<file path="config.mk">
export PLATFORM = sky130hd
export DESIGN_NAME = smb_regrd_slave
export DESIGN_NICKNAME = d
export VERILOG_FILES = /design/src/rtl/smb_rd_pkg.sv /design/src/rtl/smb_line_events.sv /design/src/rtl/smb_addr_match.sv /design/src/rtl/smb_byte_ctrl.sv /design/src/rtl/smb_regrd_slave.sv
export SDC_FILE = /design/constraint.sdc
export NUM_CORES = 1
export LEC_CHECK = 0
export BUFFER_PORTS_ARGS = -buffer_cell sky130_fd_sc_hd__buf_2
export CAP_MARGIN = 40
export CORE_ASPECT_RATIO = 1.25
export CORE_MARGIN = 1.5
export CORE_UTILIZATION = 44
export CTS_CLUSTER_DIAMETER = 80
export DETAILED_ROUTE_END_ITERATION = 10
export PLACE_DENSITY = 0.74
export SYNTH_ARGS = -nofsm -noshare
export SYNTH_HDL_FRONTEND = slang
export SYNTH_SLANG_ARGS = --single-unit
</file>
<file path="constraint.sdc">
create_clock -name clk -period 2 [get_ports clk]
set_clock_uncertainty 0.15 [all_clocks]
set_input_delay 0.1 -clock clk [delete_from_list [all_inputs] [get_ports clk]]
set_output_delay 0.1 -clock clk [all_outputs]
set_load 0.03 [all_outputs]
</file>
<file path="src/rtl/smb_rd_pkg.sv">
// Shared types for the register read slave.
// Assumes a byte-wide bus protocol and one-hot-free encoded states.
package smb_rd_pkg;

    localparam int BYTE_W = 8;

    typedef enum logic [2:0] {
        ST_IDLE,   // waiting for START
        ST_ADDR,   // receiving address byte
        ST_AACK,   // acknowledging address
        ST_PTR,    // receiving pointer byte
        ST_PACK,   // acknowledging pointer
        ST_TX,     // sending data byte
        ST_MACK,   // sampling host ack after data
        ST_HOLD    // released, waiting for START or STOP
    } smb_state_e;

    typedef struct packed {
        logic start;
        logic stop;
        logic rise;
        logic fall;
    } line_ev_t;

endpackage

</file>
<file path="src/rtl/smb_line_events.sv">
// Samples SCL and SDA into the clock domain and flags START, STOP and
// SCL rising/falling edges. Assumes the bus is idle high at reset and
// each SCL phase spans at least three system clocks.
module smb_line_events
    import smb_rd_pkg::*;
(
    input  logic     clk,
    input  logic     rst_n,
    input  logic     scl_i,
    input  logic     sda_i,
    output line_ev_t ev_o,
    output logic     sda_s_o
);

    logic scl_q, sda_q, scl_d, sda_d;

    // Two-stage sampling of both lines, idle-high after reset.
    always_ff @(posedge clk) begin
        if (!rst_n) begin
            scl_q <= 1'b1;
            sda_q <= 1'b1;
            scl_d <= 1'b1;
            sda_d <= 1'b1;
        end else begin
            scl_q <= scl_i;
            sda_q <= sda_i;
            scl_d <= scl_q;
            sda_d <= sda_q;
        end
    end

    // Decode bus conditions from the current and previous samples.
    always_comb begin
        ev_o.start = scl_q & scl_d & sda_d & ~sda_q;
        ev_o.stop  = scl_q & scl_d & ~sda_d & sda_q;
        ev_o.rise  = scl_q & ~scl_d;
        ev_o.fall  = ~scl_q & scl_d;
    end

    assign sda_s_o = sda_q;

endmodule

</file>
<file path="src/rtl/smb_addr_match.sv">
// Compares a received 7-bit address with the base address plus the
// strap value. Purely combinational; the sum is taken modulo 2^7.
module smb_addr_match #(
    parameter int          STRAP_W   = 4,
    parameter logic [6:0]  BASE_ADDR = 7'h58
) (
    input  logic [STRAP_W-1:0] strap_i,
    input  logic [6:0]         addr_i,
    output logic               hit_o
);

    logic [6:0] own_addr;

    // Form the own address and compare.
    always_comb begin
        own_addr = BASE_ADDR + 7'(strap_i);
        hit_o    = (addr_i == own_addr);
    end

endmodule

</file>
<file path="src/rtl/smb_byte_ctrl.sv">
// Transfer sequencer: receives the address and pointer bytes, sends the
// data byte, and drives the SDA pull-low enable. Assumes line events
// from smb_line_events; SDA output changes are made only on SCL falls.
module smb_byte_ctrl
    import smb_rd_pkg::*;
#(
    parameter int PTR_W = 8
) (
    input  logic              clk,
    input  logic              rst_n,
    input  line_ev_t          ev_i,
    input  logic              sda_s_i,
    input  logic              addr_hit_i,
    input  logic [BYTE_W-1:0] reg_data_i,
    output logic [6:0]        rx_addr_o,
    output logic [PTR_W-1:0]  ptr_o,
    output logic              pull_o
);

    localparam int CNT_W = $clog2(BYTE_W + 1);
    localparam logic [CNT_W-1:0] CNT_FULL = CNT_W'(BYTE_W);

    smb_state_e        state;
    logic [CNT_W-1:0]  bit_cnt;
    logic [BYTE_W-1:0] rx_sh;
    logic [BYTE_W-1:0] tx_sh;
    logic              rd_dir;
    logic              host_ack;
    logic              resent;

    assign rx_addr_o = rx_sh[BYTE_W-1:1];

    // Main sequencer; START and STOP take priority over every state.
    always_ff @(posedge clk) begin
        if (!rst_n) begin
            state    <= ST_IDLE;
            bit_cnt  <= '0;
            rx_sh    <= '0;
            tx_sh    <= '0;
            ptr_o    <= '0;
            pull_o   <= 1'b0;
            rd_dir   <= 1'b0;
            host_ack <= 1'b0;
            resent   <= 1'b0;
        end else if (ev_i.start) begin
            state   <= ST_ADDR;
            bit_cnt <= '0;
            pull_o  <= 1'b0;
            resent  <= 1'b0;
        end else if (ev_i.stop) begin
            state  <= ST_IDLE;
            pull_o <= 1'b0;
        end else begin
            case (state)
                ST_ADDR, ST_PTR: begin
                    if (ev_i.rise && bit_cnt != CNT_FULL) begin
                        rx_sh   <= {rx_sh[BYTE_W-2:0], sda_s_i};
                        bit_cnt <= bit_cnt + 1'b1;
                    end else if (ev_i.fall && bit_cnt == CNT_FULL) begin
                        if (state == ST_PTR) begin
                            ptr_o  <= PTR_W'(rx_sh);
                            pull_o <= 1'b1;
                            state  <= ST_PACK;
                        end else if (addr_hit_i) begin
                            rd_dir <= rx_sh[0];
                            pull_o <= 1'b1;
                            state  <= ST_AACK;
                        end else begin
                            state <= ST_IDLE;
                        end
                    end
                end
                ST_AACK: begin
                    if (ev_i.fall) begin
                        bit_cnt <= '0;
                        if (rd_dir) begin
                            tx_sh  <= reg_data_i;
                            pull_o <= ~reg_data_i[BYTE_W-1];
                            state  <= ST_TX;
                        end else begin
                            pull_o <= 1'b0;
                            state  <= ST_PTR;
                        end
                    end
                end
                ST_PACK: begin
                    if (ev_i.fall) begin
                        pull_o <= 1'b0;
                        state  <= ST_HOLD;
                    end
                end
                ST_TX: begin
                    if (ev_i.rise && bit_cnt != CNT_FULL) begin
                        bit_cnt <= bit_cnt + 1'b1;
                    end else if (ev_i.fall) begin
                        if (bit_cnt == CNT_FULL) begin
                            pull_o <= 1'b0;
                            state  <= ST_MACK;
                        end else begin
                            tx_sh  <= {tx_sh[BYTE_W-2:0], 1'b0};
                            pull_o <= ~tx_sh[BYTE_W-2];
                        end
                    end
                end
                ST_MACK: begin
                    if (ev_i.rise) begin
                        host_ack <= ~sda_s_i;
                    end else if (ev_i.fall) begin
                        if (host_ack && !resent) begin
                            tx_sh   <= reg_data_i;
                            pull_o  <= ~reg_data_i[BYTE_W-1];
                            bit_cnt <= '0;
                            resent  <= 1'b1;
                            state   <= ST_TX;
                        end else begin
                            state <= ST_HOLD;
                        end
                    end
                end
                default: begin
                    pull_o <= 1'b0;
                end
            endcase
        end
    end

endmodule

</file>
<file path="src/rtl/smb_regrd_slave.sv">
// Top of the register read slave. Address = BASE_ADDR + strap; a write
// transfer sets the pointer, a read transfer returns the byte at it.
// Assumes an external open-drain pad and a combinational register file.
module smb_regrd_slave #(
    parameter int         STRAP_W   = 4,
    parameter int         PTR_W     = 8,
    parameter logic [6:0] BASE_ADDR = 7'h58
) (
    input  logic               clk,
    input  logic               rst_n,
    input  logic               scl_i,
    input  logic               sda_i,
    input  logic [STRAP_W-1:0] strap_i,
    output logic               sda_pull_o,
    output logic [PTR_W-1:0]   reg_addr_o,
    input  logic [7:0]         reg_data_i
);

    import smb_rd_pkg::*;

    line_ev_t   ev;
    logic       sda_s;
    logic [6:0] rx_addr;
    logic       hit;

    smb_line_events i_events (
        .clk     (clk),
        .rst_n   (rst_n),
        .scl_i   (scl_i),
        .sda_i   (sda_i),
        .ev_o    (ev),
        .sda_s_o (sda_s)
    );

    smb_addr_match #(
        .STRAP_W   (STRAP_W),
        .BASE_ADDR (BASE_ADDR)
    ) i_match (
        .strap_i (strap_i),
        .addr_i  (rx_addr),
        .hit_o   (hit)
    );

    smb_byte_ctrl #(
        .PTR_W (PTR_W)
    ) i_ctrl (
        .clk        (clk),
        .rst_n      (rst_n),
        .ev_i       (ev),
        .sda_s_i    (sda_s),
        .addr_hit_i (hit),
        .reg_data_i (reg_data_i),
        .rx_addr_o  (rx_addr),
        .ptr_o      (reg_addr_o),
        .pull_o     (sda_pull_o)
    );

endmodule

</file>
==> impl_metrics.ini, run 1 <==
[timing]
slew_headroom_pct = 67.6
drv_slew = 0
finalCritPeriodShare_pct = 91.8
fin_tns_setup_ns = 0
setup_ws_ns = 0.165
clock.fmax_mhz = 545
worstMarginPinSlew_ns = 0.480
grt_setup_unrepaired = false
period_needed_ns = 1.84
finalSetupViolations = 0
final-hold-violation-count = 0

[die]
rows = 26
fp.dieW_um = 60.7
initial_core_util_pct = 45.4
io_pins = 25
dieArea_um2 = 4560
core_um2 = 4030
die_h_um = 75.1

[placement]
gp_congestion = 0.787
post-place-ws_ns = 0.200
dp_hpwl_um = 2680
io_buffers = 24
placed_cell_area_um2 = 2030

[pwr]
power.static_leakage_uw = 0.000862
power_density_nw_per_um2 = 691
ir_worst_vdd_v = 0.000472

[synthesis]
synthTopCellsByArea = dfxtp_1 (42%), mux2i_1 (8.2%), nor2_1 (5.7%), a21oi_1 (4.1%), mux2_2 (3.7%)
synth_top_area_share_pct = 41.6
yosys.area.top_type = dfxtp_1
synth_nets = 225
synth_ff_type = dfxtp_1
yosysMostFrequentCell = dfxtp_1
async_flop_share_pct = 0
yosys.cell_types.count = 44
yosys_warnings = 0
synth.avg_cell_area_um2 = 8.84
synth-seq-area-share_pct = 41.6
synth_area_um2 = 1830
yosys-top-cells-count = dfxtp_1 (38), nor2_1 (28), nand2_1 (16), a21oi_1 (15), mux2i_1 (15)
ys_ff_latch = 38
netlist_instances = 207
synth_edf_count = 0

[clock_network]
clock_sinks = 38
post-cts-setup-buffers = 0
cts_max_level = 2
clock_latency_ns = 0.29
cts_buffers = 5
cts_resized = 0
cts_root_buf = clkbuf_8
cts_hold_buf = 5
cts.clk_slew.worst_paths_ns = 0.07
cts_tree = yes
max-clock-path-buffers = 2

[final_layout]
fin_nets = 261
fin_area_um2 = 2190
layout-drive-gt1-share_pct = 20.5
area_delta_synth_final_pct = 19.5
num_antenna_cells = 0

[worst_setup_path]
cp_slowest_cell = dfxtp_1
crit_path_cell_trace = inv_1, ha_1, and3b_1, o22ai_1, nand3_2, mux2i_1, nor2_1
path_class = reg -> reg
cp.required_ns = 2.03
crit_buf_inv = 1
crit_arrival_ns = 1.86
start_kind = flip-flop
crit_path_max_fanout = 7
crit_family = simple AND/OR/NAND/NOR gates
max_stage_delay_ns = 0.39
end_kind = flip-flop

[routing]
via_count = 1584
drtAntennaViolNets = 0
avgRoutedWirePerCell_um = 12.5
detail_route.vias_per_cell = 5.28
first_iter_violations = 60
wirelength_um = 3760
drc = 0
dr.pass1.iters = 4

[global_routing]
grt_max_degree = 16
grt_pass1_vias = 1299
grt_pass1_wl_um = 5840
antenna_found_initial = 0
grt_util_all_layers_pct = 17.1
grt_remaining_overflow = 0

[status]
status = completed

[hold_path]
hold_class = in -> reg

[job]
drv_cap = 0
sequential cells by signal, summed over array words and instances, names as in the netlist, 3 cells and up:
register / count
i_ctrl.state: 3
i_ctrl.rx_sh: 8
i_ctrl.bit_cnt: 4
i_ctrl.ptr_o: 8
i_ctrl.tx_sh: 7
metal layers:
layer / up-vias / part of all wire (%) / GRT usage [%]
met2: 33 / 48 / 27.6
met1: 736 / 46 / 22.0
met3: 8 / 3.9 / 4.64
li1: 807 / - / -
met5: - / 0 / 0
met4: 0 / 1.7 / 5.80
report_power, final:
group	switching (uW)	internal (uW)
clock	258	373
combinational	55.9	51.8
sequential	10.4	763
tightest hold or removal path: stages:
cell	delay (ns)
buf_2	0.07
and2_1	0.10
mux2i_1	0.06
nor2_1	0.07
cells in the final DEF (no fill, tap or decap), types with 3 or more instances in the layout:
cell,Yosys,routed
o211ai_1,3,3
o21ai_1,4,4
mux2i_1,15,15
and2_1,4,4
a211oi_1,3,3
a21oi_1,15,15
xnor2_1,4,4
inv_1,5,5
nand2_1,16,16
a31oi_1,3,3
buf_4,2,8
nand3_1,10,10
clkbuf_8,0,5
o21ai_0,3,3
dfxtp_1,38,38
buf_2,3,24
nand2b_1,7,7
mux2_2,6,6
dlygate4sd3_1,0,5
nor2_1,28,28
nor2b_1,3,3
metrics by stage:
stage | hold slack [ns] | instances | total power, uW | utilization, %
final | 0.00114 | 300 | 1510 | 54.2
after CTS | 0.00524 | 300 | 1520 | 54.2
after global placement | 0.131 | 287 | 890 | 50.4
after detailed placement | 0.133 | 287 | 891 | 50.4
after global routing | 0.0253 | 300 | 1570 | 54.2
after floorplan | 0.0230 | 207 | 854 | -
worst paths after layout:
path                                                startpoint  slack, ns                      endpoint  cells after the start
worst min-delay path                             reg_data_i[0]      0.001  i_ctrl.tx_sh[0]$_SDFFE_PN0P_                      4
worst max register to register  i_ctrl.bit_cnt[0]$_SDFFE_PP0P_       0.16  i_ctrl.tx_sh[4]$_SDFFE_PN0P_                      7
worst min register to register      i_ctrl.pull_o$_SDFFE_PP0P_       0.30    i_ctrl.pull_o$_SDFFE_PP0P_                      2
worst max-delay path            i_ctrl.bit_cnt[0]$_SDFFE_PP0P_       0.16  i_ctrl.tx_sh[4]$_SDFFE_PN0P_                      7
logic make-up (layout without fill, tap and decap cells):
family / count (synthesis) / after routing / share of synthesized area, %
flip-flops: 38 / 38 / 41.6
adder cells (fa/ha/maj): 2 / 2 / 1.37
XOR/XNOR: 4 / 4 / 1.91
multiplexers: 21 / 21 / 11.9
buffers and inverters: 14 / 51 / 3.90
AO/OA/AOI/OAI: 43 / 43 / 15.2
AND/OR/NAND/NOR: 85 / 85 / 24.2
cell type report:
cell class	count	area, um2
fill	399	1850
multi-input combinational	155	998
sequential	38	761
timing repair buffer	37	230
clock buffer	7	76.3
tap	56	70.1
clock inverter	1	30.0
inverter	6	22.5
No activity file was read; power rests on OpenSTA's default activity.
==> inputs of run 2 (changes only) <==
ABC_AREA = 1   (was unset)
CORE_MARGIN = unset   (was 1.5)
PLACE_DENSITY = 0.73   (was 0.74)
==> run 2 against run 1 <==
Final cell count up 30%. Total power up 46%. Core utilization down 1.4 points. Count of clock-buffer cells in the layout down 1. Combinational power rose to 6.6 times the previous value. Worst setup slack better by 0.056 ns. Hold slack better by 0.011 ns.
==> impl_metrics.ini, run 2 <==
[status]
status = completed

[final_layout]
num_antenna_cells = 0
layout-drive-gt1-share_pct = 22.2
area_delta_synth_final_pct = 14.7
num-fill-cells = 474
layout_commonest_cell = nand2_1
fin_area_um2 = 2360
final_cell_mix = nand2_1 (65), nor2_1 (44), dfxtp_1 (38), inv_1 (32)
utilization_pct = 52.9
fin_nets = 350
reg_top3 = i_ctrl.ptr_o x8, i_ctrl.rx_sh x8, i_ctrl.tx_sh x7
stdcell_count = 391

[timing]
worstMarginPinSlew_ns = 0.428
final-hold-violation-count = 0
finalCritPeriodShare_pct = 89.0
slew_headroom_pct = 71.4
drv_slew = 0
grt_setup_unrepaired = false
fin_tns_setup_ns = 0
period_needed_ns = 1.78
finalSetupViolations = 0
clock.fmax_mhz = 562

[global_routing]
grt_pass1_wl_um = 7160
grt_pass1_vias = 1686
grt_max_degree = 29
grt_util_all_layers_pct = 18.3
grt_remaining_overflow = 0
antenna_found_initial = 0

[synthesis]
netlist_instances = 301
synthTopCellsByArea = dfxtp_1 (37%), nand2_1 (12%), nor2_1 (8.0%), a21oi_1 (5.8%), o21ai_0 (5.8%)
yosys.cell_types.count = 30
synth_nets = 319
synth.avg_cell_area_um2 = 6.83
synth-seq-area-share_pct = 37.0
synth_ff_type = dfxtp_1
synth_area_um2 = 2060
yosys.area.top_type = dfxtp_1
yosys-top-cells-count = nand2_1 (65), nor2_1 (44), dfxtp_1 (38), inv_1 (32)
async_flop_share_pct = 0
ys_ff_latch = 38
yosysMostFrequentCell = nand2_1
synth_edf_count = 0
synth_top_area_share_pct = 37.0
yosys_warnings = 0

[pwr]
power.static_leakage_uw = 0.00108
report.power.total_uw = 2210
ir_worst_vdd_v = 0.000621
power_density_nw_per_um2 = 935

[worst_setup_path]
cp_common_cell = nor2_4
cp.required_ns = 2.08
path_class = reg -> reg
crit_family = simple AND/OR/NAND/NOR gates
crit_path_cell_trace = inv_1, ha_1, nand2_1, nor2_4, nor2_1, inv_2, nor2_4, buf_4, o21ai_0, a21oi_1
max_stage_delay_ns = 0.37
cp_slowest_cell = dfxtp_1
end_kind = flip-flop
start_kind = flip-flop
crit_buf_inv = 3
crit_path_max_fanout = 6
crit_arrival_ns = 1.86

[routing]
wirelength_um = 4220
first_iter_violations = 79
drc = 0
via_count = 1861
avgRoutedWirePerCell_um = 10.8
dr.pass1.iters = 4
drtAntennaViolNets = 0
detail_route.vias_per_cell = 4.76

[clock_network]
clock_latency_ns = 0.29
cts_root_buf = clkbuf_8
cts_max_level = 2
clock_sinks = 38
max-clock-path-buffers = 2
cts_tree = yes
cts.clk_slew.worst_paths_ns = 0.08
cts_buffers = 5

[die]
fp.dieW_um = 63.2
dieArea_um2 = 4950
initial_core_util_pct = 46.1
core_um2 = 4460
rows = 27
io_pins = 25
die_h_um = 78.4

[placement]
placed_cell_area_um2 = 2200
gp_congestion = 0.887
place_inst = 377
io_buffers = 24
dp_hpwl_um = 3160

[hold_path]
hold_class = in -> reg

[job]
drv_cap = 0
[run 2: cell types whose count changed after synthesis, moves of 9 or more]
cell	previous run	this run
o21ai_0	3	24
nor2_1	28	44
inv_1	5	32
a21oi_1	15	24
mux2i_1	15	0
nand2_1	16	65
[run 2: area by class of cell]
class                      instances  area [um2]  share of cell area, %
sequential                        38         761                   32.3
tap                               58        72.6                   3.08
multi-input combinational        215        1070                   45.6
clock buffer                       6        82.6                   3.50
timing repair buffer              32         190                   8.06
clock inverter                     2        12.5                  0.531
inverter                          40         165                   7.00
[run 2: layer usage]
metal	up-vias	part of all wire (%)	global-route usage (%)	wire (um)
met2	27	50	33.7	2110
met5	-	0	0	0
li1	1006	-	-	-
met1	822	45	19.8	1920
met4	0	1.7	7.67	70
met3	6	2.8	4.07	116
[run 2: worst paths after layout]
kind	from	end	slack (ns)	depth (start not counted)
worst max-delay path	i_ctrl.bit_cnt[0]$_SDFFE_PP0P_	i_ctrl.rx_sh[4]$_SDFFE_PN0P_	0.22	10
worst min-delay path	reg_data_i[5]	i_ctrl.tx_sh[5]$_SDFFE_PN0P_	0.01	5
worst max register to register	i_ctrl.bit_cnt[0]$_SDFFE_PP0P_	i_ctrl.rx_sh[4]$_SDFFE_PN0P_	0.22	10
worst min register to register	i_events.sda_s_o$_SDFF_PN1_	i_ctrl.host_ack$_SDFFE_PN0P_	0.28	1
[run 2: power by group]
part           internal [uW]  switching, uW  total, uW
logic                    268            445        714
registers                839            104        943
clock network            277            272        549
[run 2: cell families (layout without fill, tap and decap cells)]
family / Yosys count / after routing / share of synthesized area [%]
simple gates: 154 / 154 / 35.9
compound gates: 58 / 58 / 14.4
buf+inv: 48 / 80 / 11.0
flops: 38 / 38 / 37.0
fa+ha+maj: 2 / 2 / 1.22
xor+xnor: 1 / 1 / 0.426
[run 2: worst min-delay path, cell delays in order]
cell     delay, ns
buf_2         0.07
nand2_1       0.04
nand2_1       0.05
o21ai_0       0.07
nor2_1        0.07
[run 2: metrics by stage]
| step | setup slack [ns] | hold WS, ns |
|---|---|---|
| 2_1_floorplan | 0.410 | 0.0566 |
| 3_3_place_gp | 0.250 | 0.137 |
| 3_5_place_dp | 0.174 | 0.138 |
| 4_1_cts | 0.174 | 0.0105 |
| 5_1_grt | 0.0306 | 0.0560 |
| 6_report | 0.221 | 0.0118 |
[run 2: repair_timing]
item | 4_1_cts | 5_1_grt
buffers inserted | 0 | 2
resized for setup | 0 | 1
hold buffers | 4 | 0
endpoints found under the setup margin | 0 | 3
hold endpoints to repair | 4 | 0
